==> config.mk <==
export PLATFORM = sky130hd
export DESIGN_NAME = ctmr_channel
export DESIGN_NICKNAME = d
export VERILOG_FILES = /design/src/rtl/ctmr_pkg.sv /design/src/rtl/ctmr_wr_decode.sv /design/src/rtl/ctmr_edge_sync.sv /design/src/rtl/ctmr_prescaler.sv /design/src/rtl/ctmr_down_core.sv /design/src/rtl/ctmr_channel.sv
export SDC_FILE = /design/constraint.sdc
export NUM_CORES = 1
export LEC_CHECK = 0
export BUFFER_PORTS_ARGS = -buffer_cell sky130_fd_sc_hd__buf_2
export CORE_AREA = 2 2 60 62
export DETAILED_ROUTE_END_ITERATION = 7
export DIE_AREA = 0 0 62 64
export PLACE_DENSITY = 0.83
export REMOVE_ABC_BUFFERS = 1
export SLEW_MARGIN = 20
export SYNTH_ARGS = -nofsm -noshare
export SYNTH_HDL_FRONTEND = slang
export SYNTH_SLANG_ARGS = --single-unit
==> constraint.sdc <==
create_clock -name clk_i -period 1.9 [get_ports clk_i]
set_input_delay 0.38 -clock clk_i [delete_from_list [all_inputs] [get_ports clk_i]]
set_output_delay 0.38 -clock clk_i [all_outputs]
set_load 0.01 [all_outputs]
==> src/rtl/ctmr_pkg.sv <==
package ctmr_pkg;

  // Control byte bit positions; software encodes against these.
  localparam int CB_IRQ_EN  = 7;
  localparam int CB_COUNTER = 6;
  localparam int CB_PS_HI   = 5;
  localparam int CB_RISE    = 4;
  localparam int CB_TRIG    = 3;
  localparam int CB_TC_NEXT = 2;
  localparam int CB_SOFTRST = 1;
  localparam int CB_CTRL    = 0;

  localparam int BYTE_W = 8;
  localparam int CNT_W  = BYTE_W + 1;

  typedef struct packed {
    logic irq_en;
    logic cnt_mode;
    logic ps_hi;
    logic rise;
    logic trig_start;
  } ctmr_cfg_t;

  // A constant of zero stands for a full 2**BYTE_W steps.
  function automatic logic [CNT_W-1:0] tc_expand(input logic [BYTE_W-1:0] v);
    if (v == '0) tc_expand = CNT_W'(1) << BYTE_W;
    else         tc_expand = {1'b0, v};
  endfunction

endpackage

==> src/rtl/ctmr_wr_decode.sv <==
module ctmr_wr_decode
  import ctmr_pkg::*;
(
  input  logic              clk,
  input  logic              rst_n,
  input  logic              wr_en,
  input  logic [BYTE_W-1:0] wr_data,
  output ctmr_cfg_t         cfg,
  output logic              soft_rst,
  output logic              tc_wr,
  output logic [BYTE_W-1:0] tc_val
);

  logic      pend_q, pend_n;
  ctmr_cfg_t cfg_q, cfg_n;
  logic      is_tc, is_ctl;

  always_comb begin
    is_tc  = wr_en & pend_q;
    is_ctl = wr_en & ~pend_q & wr_data[CB_CTRL];
    pend_n = pend_q;
    cfg_n  = cfg_q;
    if (is_tc) begin
      pend_n = 1'b0;
    end else if (is_ctl) begin
      pend_n           = wr_data[CB_TC_NEXT];
      cfg_n.irq_en     = wr_data[CB_IRQ_EN];
      cfg_n.cnt_mode   = wr_data[CB_COUNTER];
      cfg_n.ps_hi      = wr_data[CB_PS_HI];
      cfg_n.rise       = wr_data[CB_RISE];
      cfg_n.trig_start = wr_data[CB_TRIG];
    end
  end

  always_ff @(posedge clk or negedge rst_n) begin
    if (!rst_n) begin
      pend_q <= 1'b0;
      cfg_q  <= '0;
    end else if (wr_en) begin
      pend_q <= pend_n;
      cfg_q  <= cfg_n;
    end
  end

  assign cfg      = cfg_q;
  assign soft_rst = is_ctl & wr_data[CB_SOFTRST];
  assign tc_wr    = is_tc;
  assign tc_val   = wr_data;


  tc_consumes_flag_chk: assert property (@(posedge clk) disable iff (!rst_n)
    (wr_en && pend_q) |=> !pend_q);

endmodule

==> src/rtl/ctmr_edge_sync.sv <==
module ctmr_edge_sync #(
  parameter int STAGES = 2
) (
  input  logic clk,
  input  logic rst_n,
  input  logic ext,
  input  logic rise_sel,
  output logic edge_o
);

  logic [STAGES:0] sh_q, sh_n;
  logic            cur, prev;

  always_comb begin
    sh_n = {sh_q[STAGES-1:0], ext};
    cur  = sh_q[STAGES-1];
    prev = sh_q[STAGES];
    edge_o = rise_sel ? (cur & ~prev) : (~cur & prev);
  end

  always_ff @(posedge clk or negedge rst_n) begin
    if (!rst_n) sh_q <= '0;
    else        sh_q <= sh_n;
  end


  edge_single_chk: assert property (@(posedge clk) disable iff (!rst_n)
    (edge_o && $stable(rise_sel)) |=> !(edge_o && $stable(rise_sel)));

endmodule

==> src/rtl/ctmr_prescaler.sv <==
module ctmr_prescaler #(
  parameter int PS_LO = 16,
  parameter int PS_HI = 256
) (
  input  logic clk,
  input  logic rst_n,
  input  logic run,
  input  logic sel_hi,
  output logic tick
);

  localparam int W = $clog2(PS_HI);
  localparam logic [W-1:0] LO_TOP = W'(PS_LO - 1);
  localparam logic [W-1:0] HI_TOP = W'(PS_HI - 1);

  logic [W-1:0] pre_q, pre_n;

  always_comb begin
    tick  = run & (pre_q == (sel_hi ? HI_TOP : LO_TOP));
    if (!run || tick) pre_n = '0;
    else              pre_n = pre_q + 1'b1;
  end

  always_ff @(posedge clk or negedge rst_n) begin
    if (!rst_n) pre_q <= '0;
    else        pre_q <= pre_n;
  end


  tick_single_chk: assert property (@(posedge clk) disable iff (!rst_n)
    tick |=> !tick);

endmodule

==> src/rtl/ctmr_down_core.sv <==
module ctmr_down_core
  import ctmr_pkg::*;
(
  input  logic              clk,
  input  logic              rst_n,
  input  logic              irq_en,
  input  logic              cnt_mode,
  input  logic              trig_start,
  input  logic              soft_rst,
  input  logic              tc_wr,
  input  logic [BYTE_W-1:0] tc_val,
  input  logic              tmr_tick,
  input  logic              ext_edge,
  input  logic              irq_ack,
  output logic              run,
  output logic              zero_pulse,
  output logic              irq
);

  logic              run_q, run_n, arm_q, arm_n, have_q, have_n;
  logic [BYTE_W-1:0] tc_q, tc_n;
  logic [CNT_W-1:0]  cnt_q, cnt_n;
  logic              zc_q, zc_n, irq_q, irq_n;
  logic              dec;

  always_comb begin
    run_n  = run_q;
    arm_n  = arm_q;
    have_n = have_q;
    tc_n   = tc_q;
    cnt_n  = cnt_q;
    zc_n   = 1'b0;
    dec    = run_q & (cnt_mode ? ext_edge : tmr_tick);

    if (soft_rst) begin
      // stop, keep the stored constant
      run_n = 1'b0;
      arm_n = 1'b0;
    end else if (tc_wr) begin
      tc_n   = tc_val;
      have_n = 1'b1;
      if (!run_q) begin
        // immediate start or wait for trigger
        cnt_n = tc_expand(tc_val);
        if (cnt_mode || !trig_start) begin
          run_n = 1'b1;
          arm_n = 1'b0;
        end else begin
          arm_n = 1'b1;
        end
      end
    end else if (arm_q && ext_edge) begin
      run_n = 1'b1;
      arm_n = 1'b0;
    end

    // reload uses the constant held before this cycle's write
    if (dec && !soft_rst) begin
      if (cnt_q == CNT_W'(1)) begin
        cnt_n = tc_expand(tc_q);
        zc_n  = 1'b1;
      end else begin
        cnt_n = cnt_q - 1'b1;
      end
    end

    irq_n = (zc_n & irq_en) | (irq_q & ~irq_ack);
  end

  always_ff @(posedge clk or negedge rst_n) begin
    if (!rst_n) begin
      run_q  <= 1'b0;
      arm_q  <= 1'b0;
      have_q <= 1'b0;
      tc_q   <= '0;
      cnt_q  <= '0;
      zc_q   <= 1'b0;
      irq_q  <= 1'b0;
    end else begin
      run_q  <= run_n;
      arm_q  <= arm_n;
      have_q <= have_n;
      tc_q   <= tc_n;
      cnt_q  <= cnt_n;
      zc_q   <= zc_n;
      irq_q  <= irq_n;
    end
  end

  assign run        = run_q;
  assign zero_pulse = zc_q;
  assign irq        = irq_q;


  no_run_without_tc_chk: assert property (@(posedge clk) disable iff (!rst_n)
    !have_q |-> !run_q);


  cnt_nonzero_chk: assert property (@(posedge clk) disable iff (!rst_n)
    run_q |-> (cnt_q != '0));


  zero_pulse_width_chk: assert property (@(posedge clk) disable iff (!rst_n)
    zc_q |=> !zc_q);


  irq_hold_chk: assert property (@(posedge clk) disable iff (!rst_n)
    (irq_q && !irq_ack) |=> irq_q);


  irq_source_chk: assert property (@(posedge clk) disable iff (!rst_n)
    $rose(irq_q) |-> zc_q);

endmodule

==> src/rtl/ctmr_channel.sv <==
module ctmr_channel
  import ctmr_pkg::*;
#(
  parameter int PS_LO       = 16,
  parameter int PS_HI       = 256,
  parameter int SYNC_STAGES = 2
) (
  input  logic              clk_i,
  input  logic              rst_ni,
  input  logic              wr_en_i,
  input  logic [BYTE_W-1:0] wr_data_i,
  input  logic              ext_trg_i,
  input  logic              irq_ack_i,
  output logic              zero_pulse_o,
  output logic              irq_o
);

  logic [1:0]        rst_sh_q;
  logic              rst_n;
  ctmr_cfg_t         cfg;
  logic              soft_rst, tc_wr, tmr_tick, ext_edge, run;
  logic [BYTE_W-1:0] tc_val;

  // Asynchronous assertion, synchronous release
  always_ff @(posedge clk_i or negedge rst_ni) begin
    if (!rst_ni) rst_sh_q <= '0;
    else         rst_sh_q <= {rst_sh_q[0], 1'b1};
  end
  assign rst_n = rst_sh_q[1];

  ctmr_wr_decode u_dec (
    .clk      (clk_i),
    .rst_n    (rst_n),
    .wr_en    (wr_en_i),
    .wr_data  (wr_data_i),
    .cfg      (cfg),
    .soft_rst (soft_rst),
    .tc_wr    (tc_wr),
    .tc_val   (tc_val)
  );

  ctmr_edge_sync #(.STAGES(SYNC_STAGES)) u_sync (
    .clk      (clk_i),
    .rst_n    (rst_n),
    .ext      (ext_trg_i),
    .rise_sel (cfg.rise),
    .edge_o   (ext_edge)
  );

  ctmr_prescaler #(.PS_LO(PS_LO), .PS_HI(PS_HI)) u_pre (
    .clk    (clk_i),
    .rst_n  (rst_n),
    .run    (run),
    .sel_hi (cfg.ps_hi),
    .tick   (tmr_tick)
  );

  ctmr_down_core u_core (
    .clk        (clk_i),
    .rst_n      (rst_n),
    .irq_en     (cfg.irq_en),
    .cnt_mode   (cfg.cnt_mode),
    .trig_start (cfg.trig_start),
    .soft_rst   (soft_rst),
    .tc_wr      (tc_wr),
    .tc_val     (tc_val),
    .tmr_tick   (tmr_tick),
    .ext_edge   (ext_edge),
    .irq_ack    (irq_ack_i),
    .run        (run),
    .zero_pulse (zero_pulse_o),
    .irq        (irq_o)
  );

endmodule

==> flow_summary.ini <==
[sta]
maxSlewViolCount = 0
max_clock_freq_mhz = 491
worst_slack_ns = -0.137
period_share_pct = 107
grt_setup_unrepaired = true
hold_viol = 0
setup_viol = 9
min_period_ns = 2.04
worst_clock_skew_ns = 0.0109
tns_ns = -0.753

[yosys]
post-synth-top-count-cell = dfrtp_1
synth_cells = 177
synth.avg_cell_area_um2 = 10.9
synth_edf_count = 0
yosysWarnings = 0
ys_ff_latch = 40
synth_area_mm2 = 0.00192
synth_seq_area_share_pct = 52.0
ys_top_cells_by_area = dfrtp_1, mux2_2, nor2_1
netlist.area_leader.share_pct = 52.0
async_reset_ff_share_pct = 100
yosys-top-cells-count = dfrtp_1, nor2_1, mux2_2, nand2_1, a21oi_1
synth_cell_types = 44
yosys_most_used_dff = dfrtp_1
synth.largest_area_cell = dfrtp_1

[die]
initial_utilization_pct = 58.6
core_mm2 = 0.00328
fp.dieW_um = 62
num_rows = 21
top_level_ports = 15
die_h_um = 64
die-area_mm2 = 0.00397

[grt]
grt-ovfl-total = 0
globalRouteTotalUtil_pct = 22.7
grt_pass1_vias = 1525
grt_max_degree = 39
grt_pass1_wl_um = 6780
antenna_found_initial = 0

[pwr]
power_w = 0.00265
ir_worst_vdd_mv = 0.692
leakage_nw = 1.03
powerDensity_mw_per_mm2 = 1160

[placed_design]
hpwlAfterDp_um = 2870
gp_congestion = 0.924
port-buffer-count = 14

[min_path]
min_from = ext_trg_i
holdCritPathClass = primary input to flip-flop

[critical_path]
worst-path-max-fanout = 5
cp-end-kind = flip-flop
critical_path_class = flip-flop to flip-flop
r2r_start = u_dec.cfg[2]
cp-start-kind = flip-flop
cp.required_ns = 2.12
arrival_ns = 2.26
crit_start = u_dec.cfg[2]

[cts]
htree_levels = 2
clockBufferDepth = 2
cts_buffers = 5
cts_tree = done
clk_latency_ns = 0.34
clkTransAtPathRegs_ns = 0.11
cts_root_buf = clkbuf_4
cts_sinks = 40

[route]
drc = 0
antenna_left = 0
vias = 1500
drt_first_pass_iters = 4
wl_um = 4100
drt_iter0_drc = 103
wl_per_cell_um = 16.0
vias_per_cell = 5.84

[run_status]
violations = negative setup slack
outcome = complete, but fails checks

[final_layout]
final_nets = 226
insertedDiodeCount = 0
drive_gt1_share_pct = 30.8
areaGrowthSynthToFinish_pct = 19.3

[job]
maxCapViolCount = 0
## final cells by class
type / instances / area, um2
clock buffers: 6 / 41.3
clock inverters: 2 / 35.0
fillers: 237 / 991
inverters: 6 / 22.5
multi-input cells: 127 / 918
flip-flops and latches: 40 / 1000
well taps: 46 / 57.6
repair buffers: 30 / 218
## power by group
group	total, W	internal, W	leakage, nW	switching, W
Sequential	0.00126	0.00105	0.499	0.000215
Clock	0.000541	0.000276	0.0422	0.000265
Combinational	0.000851	0.000425	0.491	0.000426
## through the flow
stage | worst slack (ns) | cells | util [%] | hold WS (ns) | instance area [um2]
after floorplan | -0.114 | 173 | - | 0.0844 | 1900
after global placement | -0.0731 | 246 | 65.1 | 0.165 | 2140
after detailed placement | -0.123 | 246 | 65.1 | 0.166 | 2140
after CTS | -0.0985 | 256 | 68.2 | 0.142 | 2240
after global routing | -0.177 | 257 | 69.8 | 0.114 | 2290
final | -0.137 | 257 | 69.8 | 0.151 | 2290
## cell families after synthesis
logic type                 after synthesis  share of synthesized area [%]
and+or+nand+nor                         61                           15.4
other                                    1                          0.195
xor gates and xnor gates                 9                           4.10
adders and majority gates                3                           1.95
DFF                                     40                           52.0
AOI/OAI and AO/OA                       36                           14.2
buffers and inverters                   10                           2.41
muxes                                   17                           9.76
## sequential cells by signal, summed over array words and instances (netlist names)
register,count
u_core.tc_q,8
rst_sh_q,2
u_core.irq,1
u_dec.cfg,5
u_dec.pend_q,1
u_core.run,1
u_sync.sh_q,3
u_core.cnt_q,9
u_core.zero_pulse,1
u_core.arm_q,1
u_pre.pre_q,8
## final timing paths
check | end | slack, ns | depth (start not counted)
worst max-delay path | u_core.cnt_q[4] | -0.14 | 6
worst min-delay path | u_sync.sh_q[0] | 0.15 | 1
worst max register to register | u_core.cnt_q[4] | -0.14 | 6
worst min register to register | u_pre.pre_q[7] | 0.28 | 1
max in group asynchronous | u_core.cnt_q[6] | 1.27 | 1
min in group asynchronous | u_pre.pre_q[7] | 0.28 | 1
## per-layer routing
metal  up-vias  share of wire, %  track usage [%]
met5         -                 0                0
met4         0              0.46             6.65
met3         2               4.2             4.86
met2        51                53             37.1
met1       741                42             29.8
li1        706                 -                -
## cell usage in the layout (no fill, tap or decap), types with 6 or more instances in the layout
cell type  instances
nor2_1            17
mux2_2            14
inv_1              6
a21oi_1            9
nand3_1            7
buf_4             13
buf_2             14
dfrtp_1           40
nand2_1           14
## repair_timing
item                                   in CTS  in global routing
pin swaps                                   1                  3
hold buffers                                1                  0
setup endpoints to repair                   6                 10
gates resized for setup                     2                  8
setup buffers                               1                  1
endpoints found under the hold margin       2                  0
## worst max-delay path, stage by stage (launching register included)
cell and delay, ns:
dfrtp_1 0.39, or4_1 0.54, o22ai_2 0.17, a21oi_2 0.08, a211o_4 0.30, o21a_4 0.15
a221o_1 0.30
Note: power is estimated with default switching activity, not from simulation.
